**src/rtl/wp_pkg.sv**
```systemverilog
package wp_pkg;

  localparam int BYTE_W = 8;
  localparam int SEQ_LEN = 6;
  localparam int STEP_W = $clog2(SEQ_LEN);

  localparam logic [15:0] ADDR_HI_CMD = 16'h5555;
  localparam logic [15:0] ADDR_LO_CMD = 16'h2AAA;

  typedef enum logic [1:0] {
    SEQ_NONE = 2'd0,
    SEQ_ADV  = 2'd1,
    SEQ_EN   = 2'd2,
    SEQ_DIS  = 2'd3
  } seq_hit_e;

  // Judge one load against the sequence position it would extend.
  function automatic seq_hit_e seq_eval(input logic [STEP_W-1:0] step,
                                        input logic [15:0] a,
                                        input logic [BYTE_W-1:0] d);
    seq_hit_e r;
    r = SEQ_NONE;
    case (step)
      3'd0, 3'd3: if (a == ADDR_HI_CMD && d == 8'hAA) r = SEQ_ADV;
      3'd1, 3'd4: if (a == ADDR_LO_CMD && d == 8'h55) r = SEQ_ADV;
      3'd2: begin
        if (a == ADDR_HI_CMD && d == 8'hA0) r = SEQ_EN;
        else if (a == ADDR_HI_CMD && d == 8'h80) r = SEQ_ADV;
      end
      3'd5: if (a == ADDR_HI_CMD && d == 8'h20) r = SEQ_DIS;
      default: r = SEQ_NONE;
    endcase
    return r;
  endfunction

endpackage

```
**src/rtl/wp_load_window.sv**
```systemverilog
module wp_load_window #(
  parameter int WINDOW_CYCLES = 37500
) (
  input  logic clk,
  input  logic rst,
  input  logic ld_valid,
  output logic close
);
  localparam int CNT_W = $clog2(WINDOW_CYCLES + 1);
  localparam logic [CNT_W-1:0] LAST = CNT_W'(WINDOW_CYCLES - 1);

  logic             open_q;
  logic [CNT_W-1:0] cnt_q;

  always_ff @(posedge clk) begin
    if (rst) begin
      open_q <= 1'b0;
      cnt_q  <= '0;
      close  <= 1'b0;
    end else begin
      close <= 1'b0;
      if (ld_valid) begin
        open_q <= 1'b1;
        cnt_q  <= '0;
      end else if (open_q) begin
        if (cnt_q == LAST) begin
          open_q <= 1'b0;
          cnt_q  <= '0;
          close  <= 1'b1;
        end else begin
          cnt_q <= cnt_q + 1'b1;
        end
      end
    end
  end
endmodule

```
**src/rtl/wp_seq_matcher.sv**
```systemverilog
module wp_seq_matcher
  import wp_pkg::*;
#(
  parameter int CMP_W = 15
) (
  input  logic              clk,
  input  logic              rst,
  input  logic              clear,
  input  logic              eligible,
  input  logic              ld_valid,
  input  logic [CMP_W-1:0]  ld_addr_lo,
  input  logic [BYTE_W-1:0] ld_data,
  output logic              is_cmd,
  output logic              en_hit,
  output logic              dis_hit
);
  logic [STEP_W-1:0] step_q, step_base, step_nx;
  logic [15:0]       a16;
  seq_hit_e          hit;

  always_comb begin
    a16       = 16'(ld_addr_lo);
    step_base = clear ? '0 : step_q;
    hit       = seq_eval(step_base, a16, ld_data);
    is_cmd    = 1'b0;
    en_hit    = 1'b0;
    dis_hit   = 1'b0;
    step_nx   = step_base;
    if (ld_valid) begin
      if (eligible && hit != SEQ_NONE) begin
        is_cmd  = 1'b1;
        en_hit  = (hit == SEQ_EN);
        dis_hit = (hit == SEQ_DIS);
        step_nx = (hit == SEQ_ADV) ? step_base + 1'b1 : '0;
      end else begin
        step_nx = '0;
      end
    end
  end

  always_ff @(posedge clk) begin
    if (rst) step_q <= '0;
    else     step_q <= step_nx;
  end
endmodule

```
**src/rtl/wp_flag_cell.sv**
```systemverilog
module wp_flag_cell (
  input  logic clk,
  input  logic rst,
  input  logic set,
  input  logic clr,
  output logic flag
);
  always_ff @(posedge clk) begin
    if (rst)      flag <= 1'b0;
    else if (clr) flag <= 1'b0;
    else if (set) flag <= 1'b1;
  end
endmodule

```
**src/rtl/wp_guard.sv**
```systemverilog
module wp_guard
  import wp_pkg::*;
#(
  parameter int ADDR_W        = 18,
  parameter int CMP_W         = 15,
  parameter int WINDOW_CYCLES = 37500
) (
  input  logic              clk,
  input  logic              rst,
  input  logic              ld_valid,
  input  logic [ADDR_W-1:0] ld_addr,
  input  logic [7:0]        ld_data,
  output logic              wr_en,
  output logic [ADDR_W-1:0] wr_addr,
  output logic [7:0]        wr_data,
  output logic              prog_go,
  output logic              prog_ok,
  output logic              prot_on,
  output logic              en_done,
  output logic              dis_done
);
  logic close;
  logic has_data_q, unlocked_q, cycle_ok_q;
  logic has_data_b, unlocked_b;
  logic eligible, is_cmd, en_hit, dis_hit, data_ld, auth;

  wp_load_window #(.WINDOW_CYCLES(WINDOW_CYCLES)) u_win (
    .clk(clk), .rst(rst), .ld_valid(ld_valid), .close(close)
  );

  // A closing window hands a clean session to a load on the same edge.
  always_comb begin
    has_data_b = close ? 1'b0 : has_data_q;
    unlocked_b = close ? 1'b0 : unlocked_q;
    eligible   = !has_data_b && !unlocked_b;
  end

  wp_seq_matcher #(.CMP_W(CMP_W)) u_match (
    .clk(clk), .rst(rst), .clear(close), .eligible(eligible),
    .ld_valid(ld_valid), .ld_addr_lo(ld_addr[CMP_W-1:0]), .ld_data(ld_data),
    .is_cmd(is_cmd), .en_hit(en_hit), .dis_hit(dis_hit)
  );

  wp_flag_cell u_flag (
    .clk(clk), .rst(rst), .set(en_hit), .clr(dis_hit), .flag(prot_on)
  );

  always_comb begin
    data_ld = ld_valid && !is_cmd;
    auth    = !prot_on || unlocked_b;
  end

  always_ff @(posedge clk) begin
    if (rst) begin
      has_data_q <= 1'b0;
      unlocked_q <= 1'b0;
      cycle_ok_q <= 1'b0;
      wr_en      <= 1'b0;
      wr_addr    <= '0;
      wr_data    <= '0;
      prog_go    <= 1'b0;
      prog_ok    <= 1'b0;
      en_done    <= 1'b0;
      dis_done   <= 1'b0;
    end else begin
      prog_go    <= close && has_data_q;
      prog_ok    <= close && has_data_q && cycle_ok_q;
      has_data_q <= has_data_b || data_ld;
      unlocked_q <= unlocked_b || en_hit;
      if (data_ld && !has_data_b) cycle_ok_q <= auth;
      wr_en      <= data_ld && auth;
      if (data_ld) begin
        wr_addr <= ld_addr;
        wr_data <= ld_data;
      end
      en_done  <= en_hit;
      dis_done <= dis_hit;
    end
  end
endmodule

```
**config.mk**
```make
export PLATFORM = sky130hd
export DESIGN_NAME = wp_guard
export DESIGN_NICKNAME = d
export VERILOG_FILES = /design/src/rtl/wp_pkg.sv /design/src/rtl/wp_load_window.sv /design/src/rtl/wp_seq_matcher.sv /design/src/rtl/wp_flag_cell.sv /design/src/rtl/wp_guard.sv
export SDC_FILE = /design/constraint.sdc
export NUM_CORES = 1
export LEC_CHECK = 0
export CAP_MARGIN = 20
export CORE_MARGIN = 4
export CORE_UTILIZATION = 49
export DETAILED_ROUTE_END_ITERATION = 7
export GPL_TIMING_DRIVEN = 0
export PLACE_DENSITY = 0.75
export SLEW_MARGIN = 40
export SYNTH_ARGS = -nofsm -noshare
export SYNTH_HDL_FRONTEND = slang
export SYNTH_HIERARCHICAL = 1
export SYNTH_SLANG_ARGS = --single-unit
```
**constraint.sdc**
```tcl
create_clock -name clk -period 3.05 [get_ports clk]
set_clock_uncertainty 0.1 [all_clocks]
set_input_delay 0.305 -clock clk [delete_from_list [all_inputs] [get_ports clk]]
set_output_delay 0.305 -clock clk [all_outputs]
set_load 0.005 [all_outputs]
```
Word level (Yosys, flattened, before mapping) --
Cells that the tools add are included.
Storage, ports and cells: register bits after elaboration 56, input port bits 29, output and inout bits 32, word-level logic and storage cells 83
Operators by class: mux-type cells 23, equality and inequality tests 16, add/subtract/negate cells 2, reduce and logical (&&, ||, !) cells 26, bitwise gates (word level) 1
Operators by type and width (number):
- $eq A8 B8 Y1 const B | 3
- $add A16 B1 Y16 const B | 1
- $eq A16 B16 Y1 const B | 1
- $mux W16 | 1
- $eq A15 B14 Y1 const B | 1
- $eq A15 B15 Y1 const B | 1
- $mux W1 | 15
- $logic_and A1 B1 Y1 | 12
- $mux W3 | 4
- $eq A8 B6 Y1 const B | 1
- $eq A8 B7 Y1 const B | 1
- $pmux W2 S4 | 1
- $reduce_or A2 Y1 | 4
- $eq A3 B2 Y1 const B | 2
- $eq A3 B3 Y1 const B | 2
- $eq A2 B2 Y1 const B | 2
- $logic_not A1 Y1 | 4
- $mux W2 | 2
- $add A3 B1 Y3 const B | 1
- $eq A3 B1 Y1 const B | 1
- $logic_not A3 Y1 | 1
- $logic_or A1 B1 Y1 | 3
- $reduce_or A3 Y1 | 1
- $eq A2 B1 Y1 const B | 1
- 2 further kinds | 2

Depth between registers and ports, before layout --
Gate-level depths: netlist of run 1.
depth after elaboration 12, gate-level depth with buffers 14, depth with buffers taken out 12

By module --
The synthesis of run 1 kept the hierarchy.
By module, submodules not included:
- wp_guard | cells an instance 138, times used 1, seq. area each 680.7 µm², area an instance 1176.1 µm²
- wp_load_window | cells an instance 96, times used 1, seq. area each 360.3 µm², area an instance 842.1 µm²
- wp_seq_matcher | cells an instance 66, times used 1, seq. area each 60.1 µm², area an instance 500.5 µm²
- wp_flag_cell | cells an instance 3, times used 1, seq. area each 20.0 µm², area an instance 33.8 µm²

Worst setup path after synthesis of run 1 --
OpenSTA, ideal clock, no wires.
path kind input port to flip-flop, from input ld_addr[1], to register wr_data[0], data required time 2880 ps, setup slack 631 ps, setup time 70 ps, arrival 2249 ps, cell stages on the path 11, buffers on the path 2, cells stage by stage or4b_4 nor4_4 nand2_2 and4b_1 inv_2 a21oi_1 nand2b_1 buf_4 buf_4 nand2_1 a21oi_1
On the way: word-level cells in the longest chain between the ends 11, elaborated cells between the ends (all ways) 19, those cells by class eq/ne (2); mux (8); reduce/logical (9)
Ends and longest elaborated chain:
- start, declared | line wp_guard.sv:11 | input logic [ADDR_W-1:0] ld_addr,
- $eq A15 B15 Y1
- $logic_and A1 B1 Y1 | line wp_pkg.sv:28 | else if (a == ADDR_HI_CMD && d == 8'h80) r = SEQ_ADV;
- $mux W1 | line wp_pkg.sv:28
- $mux W2 | line wp_pkg.sv:27 | if (a == ADDR_HI_CMD && d == 8'hA0) r = SEQ_EN;
- $pmux W2 S4 (*) | line wp_pkg.sv:23 | case (step)
- $reduce_bool A2 Y1 (*) | line wp_seq_matcher.sv:30 | if (eligible && hit != SEQ_NONE) begin
- $logic_and A1 B1 Y1 (*) | line wp_seq_matcher.sv:30
- $mux W1 (*) | line wp_seq_matcher.sv:30
- $mux W1 (*) | line wp_seq_matcher.sv:29 | if (ld_valid) begin
- net is_cmd | line wp_guard.sv:25 | logic eligible, is_cmd, en_hit, dis_hit, data_ld, auth;
- $logic_not A1 Y1 (*) | line wp_guard.sv:49 | data_ld = ld_valid && !is_cmd;
- $logic_and A1 B1 Y1 (*) | line wp_guard.sv:49
- end signal, assigned | line wp_guard.sv:74 | wr_data <= ld_data;
- end, declared | line wp_guard.sv:15 | output logic [7:0] wr_data,
Mark *: on every way through the listed nets, which the timed path passes. The rest lies on a longest branch. A chain may end at the register's enable or synchronous reset.

Worst setup path after layout of run 1 --
from input ld_addr[4], to register wr_addr[8]
On the way: word-level cells in the longest chain between the ends 11, elaborated cells between the ends (all ways) 19, those cells by class eq/ne (2); mux (8); reduce/logical (9)
Ends and longest elaborated chain:
- $eq A15 B15 Y1
- $logic_and A1 B1 Y1 | line wp_pkg.sv:28
- $mux W1 | line wp_pkg.sv:28
- $mux W2 | line wp_pkg.sv:27
- $pmux W2 S4 (*) | line wp_pkg.sv:23
- $reduce_bool A2 Y1 (*) | line wp_seq_matcher.sv:30
- $logic_and A1 B1 Y1 (*) | line wp_seq_matcher.sv:30
- $mux W1 (*) | line wp_seq_matcher.sv:30
- $mux W1 (*) | line wp_seq_matcher.sv:29
- net is_cmd | line wp_guard.sv:25
- $logic_not A1 Y1 (*) | line wp_guard.sv:49
- $logic_and A1 B1 Y1 (*) | line wp_guard.sv:49
- end signal, assigned | line wp_guard.sv:73 | wr_addr <= ld_addr;
- end, declared | line wp_guard.sv:14 | output logic [ADDR_W-1:0] wr_addr,
Marked as above.

==> out/results.tsv, run 1 <==
stage	metric	value	unit
placed_design	gp_congestion	0.823	
power_and_ir_drop	p_clk_frac	0.341	
placed_design	port_buffers	60	
route	vias	2314	
final_layout	final_common_cell	nand2_1	
sta	rsz0062_at_grt	no	
min_path	hold_class	reg2reg	
yosys	yosys_warnings	6	
power_and_ir_drop	intPower	1090	uW
final_layout	stdcell_count	441	
sta	hold_viol_final	0	
final_layout	drive_gt1_frac	0.0728	
yosys	seq_area_frac_synth	0.439	
power_and_ir_drop	leakage	0.00119	uW
placed_design	placedCellCount	433	
placed_design	dpl.hpwl	4600	um
sta	finalCritPeriodShare	0.952	
route	viasPerCell	5.25	
grt	track_usage	0.202	
route	final_antenna_net_count	0	
setup_path	cp_max_fo	10	
final_layout	multiInputGateArea	0.00131	mm2
sta	relSlewSlack	0.608	
yosys	synth_top_cell_area_share	0.439	
clocking	cts_setup_buffers	0	
grt	first_global_vias	2240	
setup_path	cp_num_cells	12	
sta	setup_viol	0	
clocking	cts_tree	done	
setup_path	crit_chain	clkdlybuf4s50_1 -> or4bb_1 -> nor4_4 -> nand2_2 -> and4b_1 -> inv_2 -> a21oi_1 -> nand2b_1 -> buf_4 -> buf_4 -> nand2_1 -> a21oi_1	
clocking	clock-sinks	56	
setup_path	path_class	in2reg	
clocking	clk_pin_slew	0.10	ns
yosys	ys_ff_latch	56	
power_and_ir_drop	vdd.ir_drop.worst	0.243	mV
yosys	synth_area_leaders	dfxtp_1, nand2_1, a21oi_1	
clocking	cts_max_level	2	
final_layout	regArea	0.00112	mm2
yosys	yosysUniqueCellTypes	48	
grt	grt-ovfl-total	0	
yosys	syn_nets	338	
floorplanning	dieArea	0.00643	mm2
power_and_ir_drop	power.switching	332	uW
power_and_ir_drop	pwr-share-comb	0.121	
floorplanning	rows	26	
sta	fin_crit	2.90	ns
setup_path	worstPathArrival	3.04	ns
sta	finalMaxSlewViolations	0	
clocking	cts_made_buffers	5	
grt	grt_max_degree	18	
setup_path	cp_top_family	simple AND/OR/NAND/NOR gates	
yosys	postSynthCellCount	303	
power_and_ir_drop	power.density	425	mW/mm2
setup_path	critPathCaptureType	flip-flop	
floorplanning	initial_core_util	0.503	
clocking	clk_path_buf_depth	2	
job	drv_cap	0	
clocking	post_cts_resized	0	
setup_path	cp.required	3.19	ns
status	outcome	finished clean	
yosys	syn_area	0.00255	mm2
final_layout	fill_cells	445	
clocking	clock_latency	0.31	ns
floorplanning	io_pins	61	
grt	antenna_found_initial	0	
sta	max_freq	0.344	GHz
final_layout	diodes	0	
floorplanning	die_width	80.2	um
route	drc	0	
yosys	avgSynthCellArea	8.42	um2
sta	fin_ws	0.147	ns
final_layout	nNetsFinal	405	
setup_path	cp_slowest_stage_delay	0.54	ns
floorplanning	core-area	0.00507	mm2
setup_path	critical_path_buf_inv_count	4	
yosys	synth_area_leader_cell	dfxtp_1	
min_path	holdPathStages	2	
route	first_iter_violations	96	
route	firstDrtPassIters	4	
clocking	cts-root-buf	clkbuf_8	
route	routedWlPerCell	14.2	um
setup_path	worst_path_max_delay_cell	or4bb_1	
grt	grt_first_pass_wirelength	10300	um
placed_design	post-place-ws	-0.130	ns
setup_path	worstSetupStartpointType	input port	
final_layout	syn_to_final_growth	31.3	%
power_and_ir_drop	seq_power_share	0.538	
clocking	cts_hold_buf	0	
route	wirelength	6280	um
power_and_ir_drop	p_sw_frac	0.233	
floorplanning	die_y	80.2	um
sta	worst_slew_pin_slew	0.586	ns
final_layout	final_cell_mix	nand2_1, clkdlybuf4s50_1, dfxtp_1	
setup_path	rr_worst_depth	14	
==> worst reg2reg max path: stages (launching register included) <==
cell and delay, ns:
dfxtp_1 0.38, nand2b_1 0.22, inv_2 0.12, ha_1 0.20
nand2b_1 0.08, or3_1 0.30, o21ai_0 0.09, a21oi_1 0.09
o32a_2 0.25, a21oi_1 0.18, nand2b_1 0.13, buf_4 0.18
buf_4 0.19, nand2_1 0.07, a21oi_1 0.15
==> flip-flops by register name (all words and copies together) (netlist names), 3 cells and up <==
signal / cells
wr_addr: 18
u_win/cnt_q: 16
wr_data: 8
u_match/step_q: 3
==> final timing paths <==
| check | startpoint | endpoint | slack (ns) |
|---|---|---|---|
| worst max-delay path | ld_addr[4] | wr_addr[8] | 0.15 |
| worst min-delay path | wr_data[2] | wr_data[2] | 0.36 |
| worst max register to register | u_win/close | wr_addr[8] | 0.25 |
| worst min register to register | wr_data[2] | wr_data[2] | 0.36 |
==> Yosys cell counts, drive strengths merged <==
master,n
a21oi,33
a311oi,2
a31oi,2
and2,1
and3,3
and4,1
and4b,1
buf,9
clkbuf,4
clkinv,1
dfxtp,56
ha,6
inv,8
mux2i,1
nand2,64
nand2b,6
nand3,8
nand3b,2
nand4,7
nand4b,4
nand4bb,2
nor2,25
nor2b,7
nor3,10
nor4,7
nor4b,2
nor4bb,2
o21ai,7
o21bai,1
o221ai,1
o32a,1
or3,1
or3b,1
or4,2
or4b,2
or4bb,1
xnor2,10
xor2,2
==> power groups by stage <==
| stage | combinational (uW) | sequential [uW] | clock [uW] |
|---|---|---|---|
| after floorplan | 65.4 | 783 | 0 |
| after global placement | 169 | 782 | 0 |
| after detailed placement | 171 | 782 | 0 |
| after CTS | 173 | 766 | 497 |
| after global routing | 187 | 769 | 523 |
| final | 172 | 765 | 486 |
==> per-layer routing <==
layer / vias up / wire [um] / part of all wire / track usage
met2: 55 / 2960 / 0.47 / 0.328
li1: 1177 / - / - / -
met3: 8 / 321 / 0.051 / 0.0527
met4: 0 / 88 / 0.014 / 0.0591
met5: - / 0 / 0 / 0
met1: 1074 / 2900 / 0.46 / 0.262
==> per-stage QoR <==
stage	total power [uW]	instance area, um2	hold WS, ns	setup TNS [ns]	utilization
2_1_floorplan	849	2550	0.276	0	-
3_3_place_gp	951	3240	0.342	-0.888	0.639
3_5_place_dp	954	3240	0.347	-1.43	0.639
4_1_cts	1440	3350	0.360	0	0.661
5_1_grt	1480	3350	0.379	0	0.661
6_report	1420	3350	0.359	0	0.661
==> cell families after synthesis <==
logic type | share of synthesized area
xor gates and xnor gates | 0.0412
adders and majority gates | 0.0294
AOI/OAI and AO/OA | 0.108
muxes | 0.00392
DFF | 0.439
buffers and inverters | 0.0495
and+or+nand+nor | 0.329
==> cell type report <==
cell class / instances / share of cell area
multi-input cells: 225 / 0.389
flip-flops and latches: 56 / 0.334
repair buffers: 60 / 0.179
plain buffers: 13 / 0.0276
well taps: 70 / 0.0261
clock buffers: 5 / 0.0205
clock inverters: 3 / 0.0127
inverters: 9 / 0.0101
(Power assumes the default switching activity.)
==> run 2: changes to the inputs <==
- CAP_MARGIN: 20 -> 0
==> results of run 2 <==
The final DEF is identical to that of run 1; final timing and power are the same.
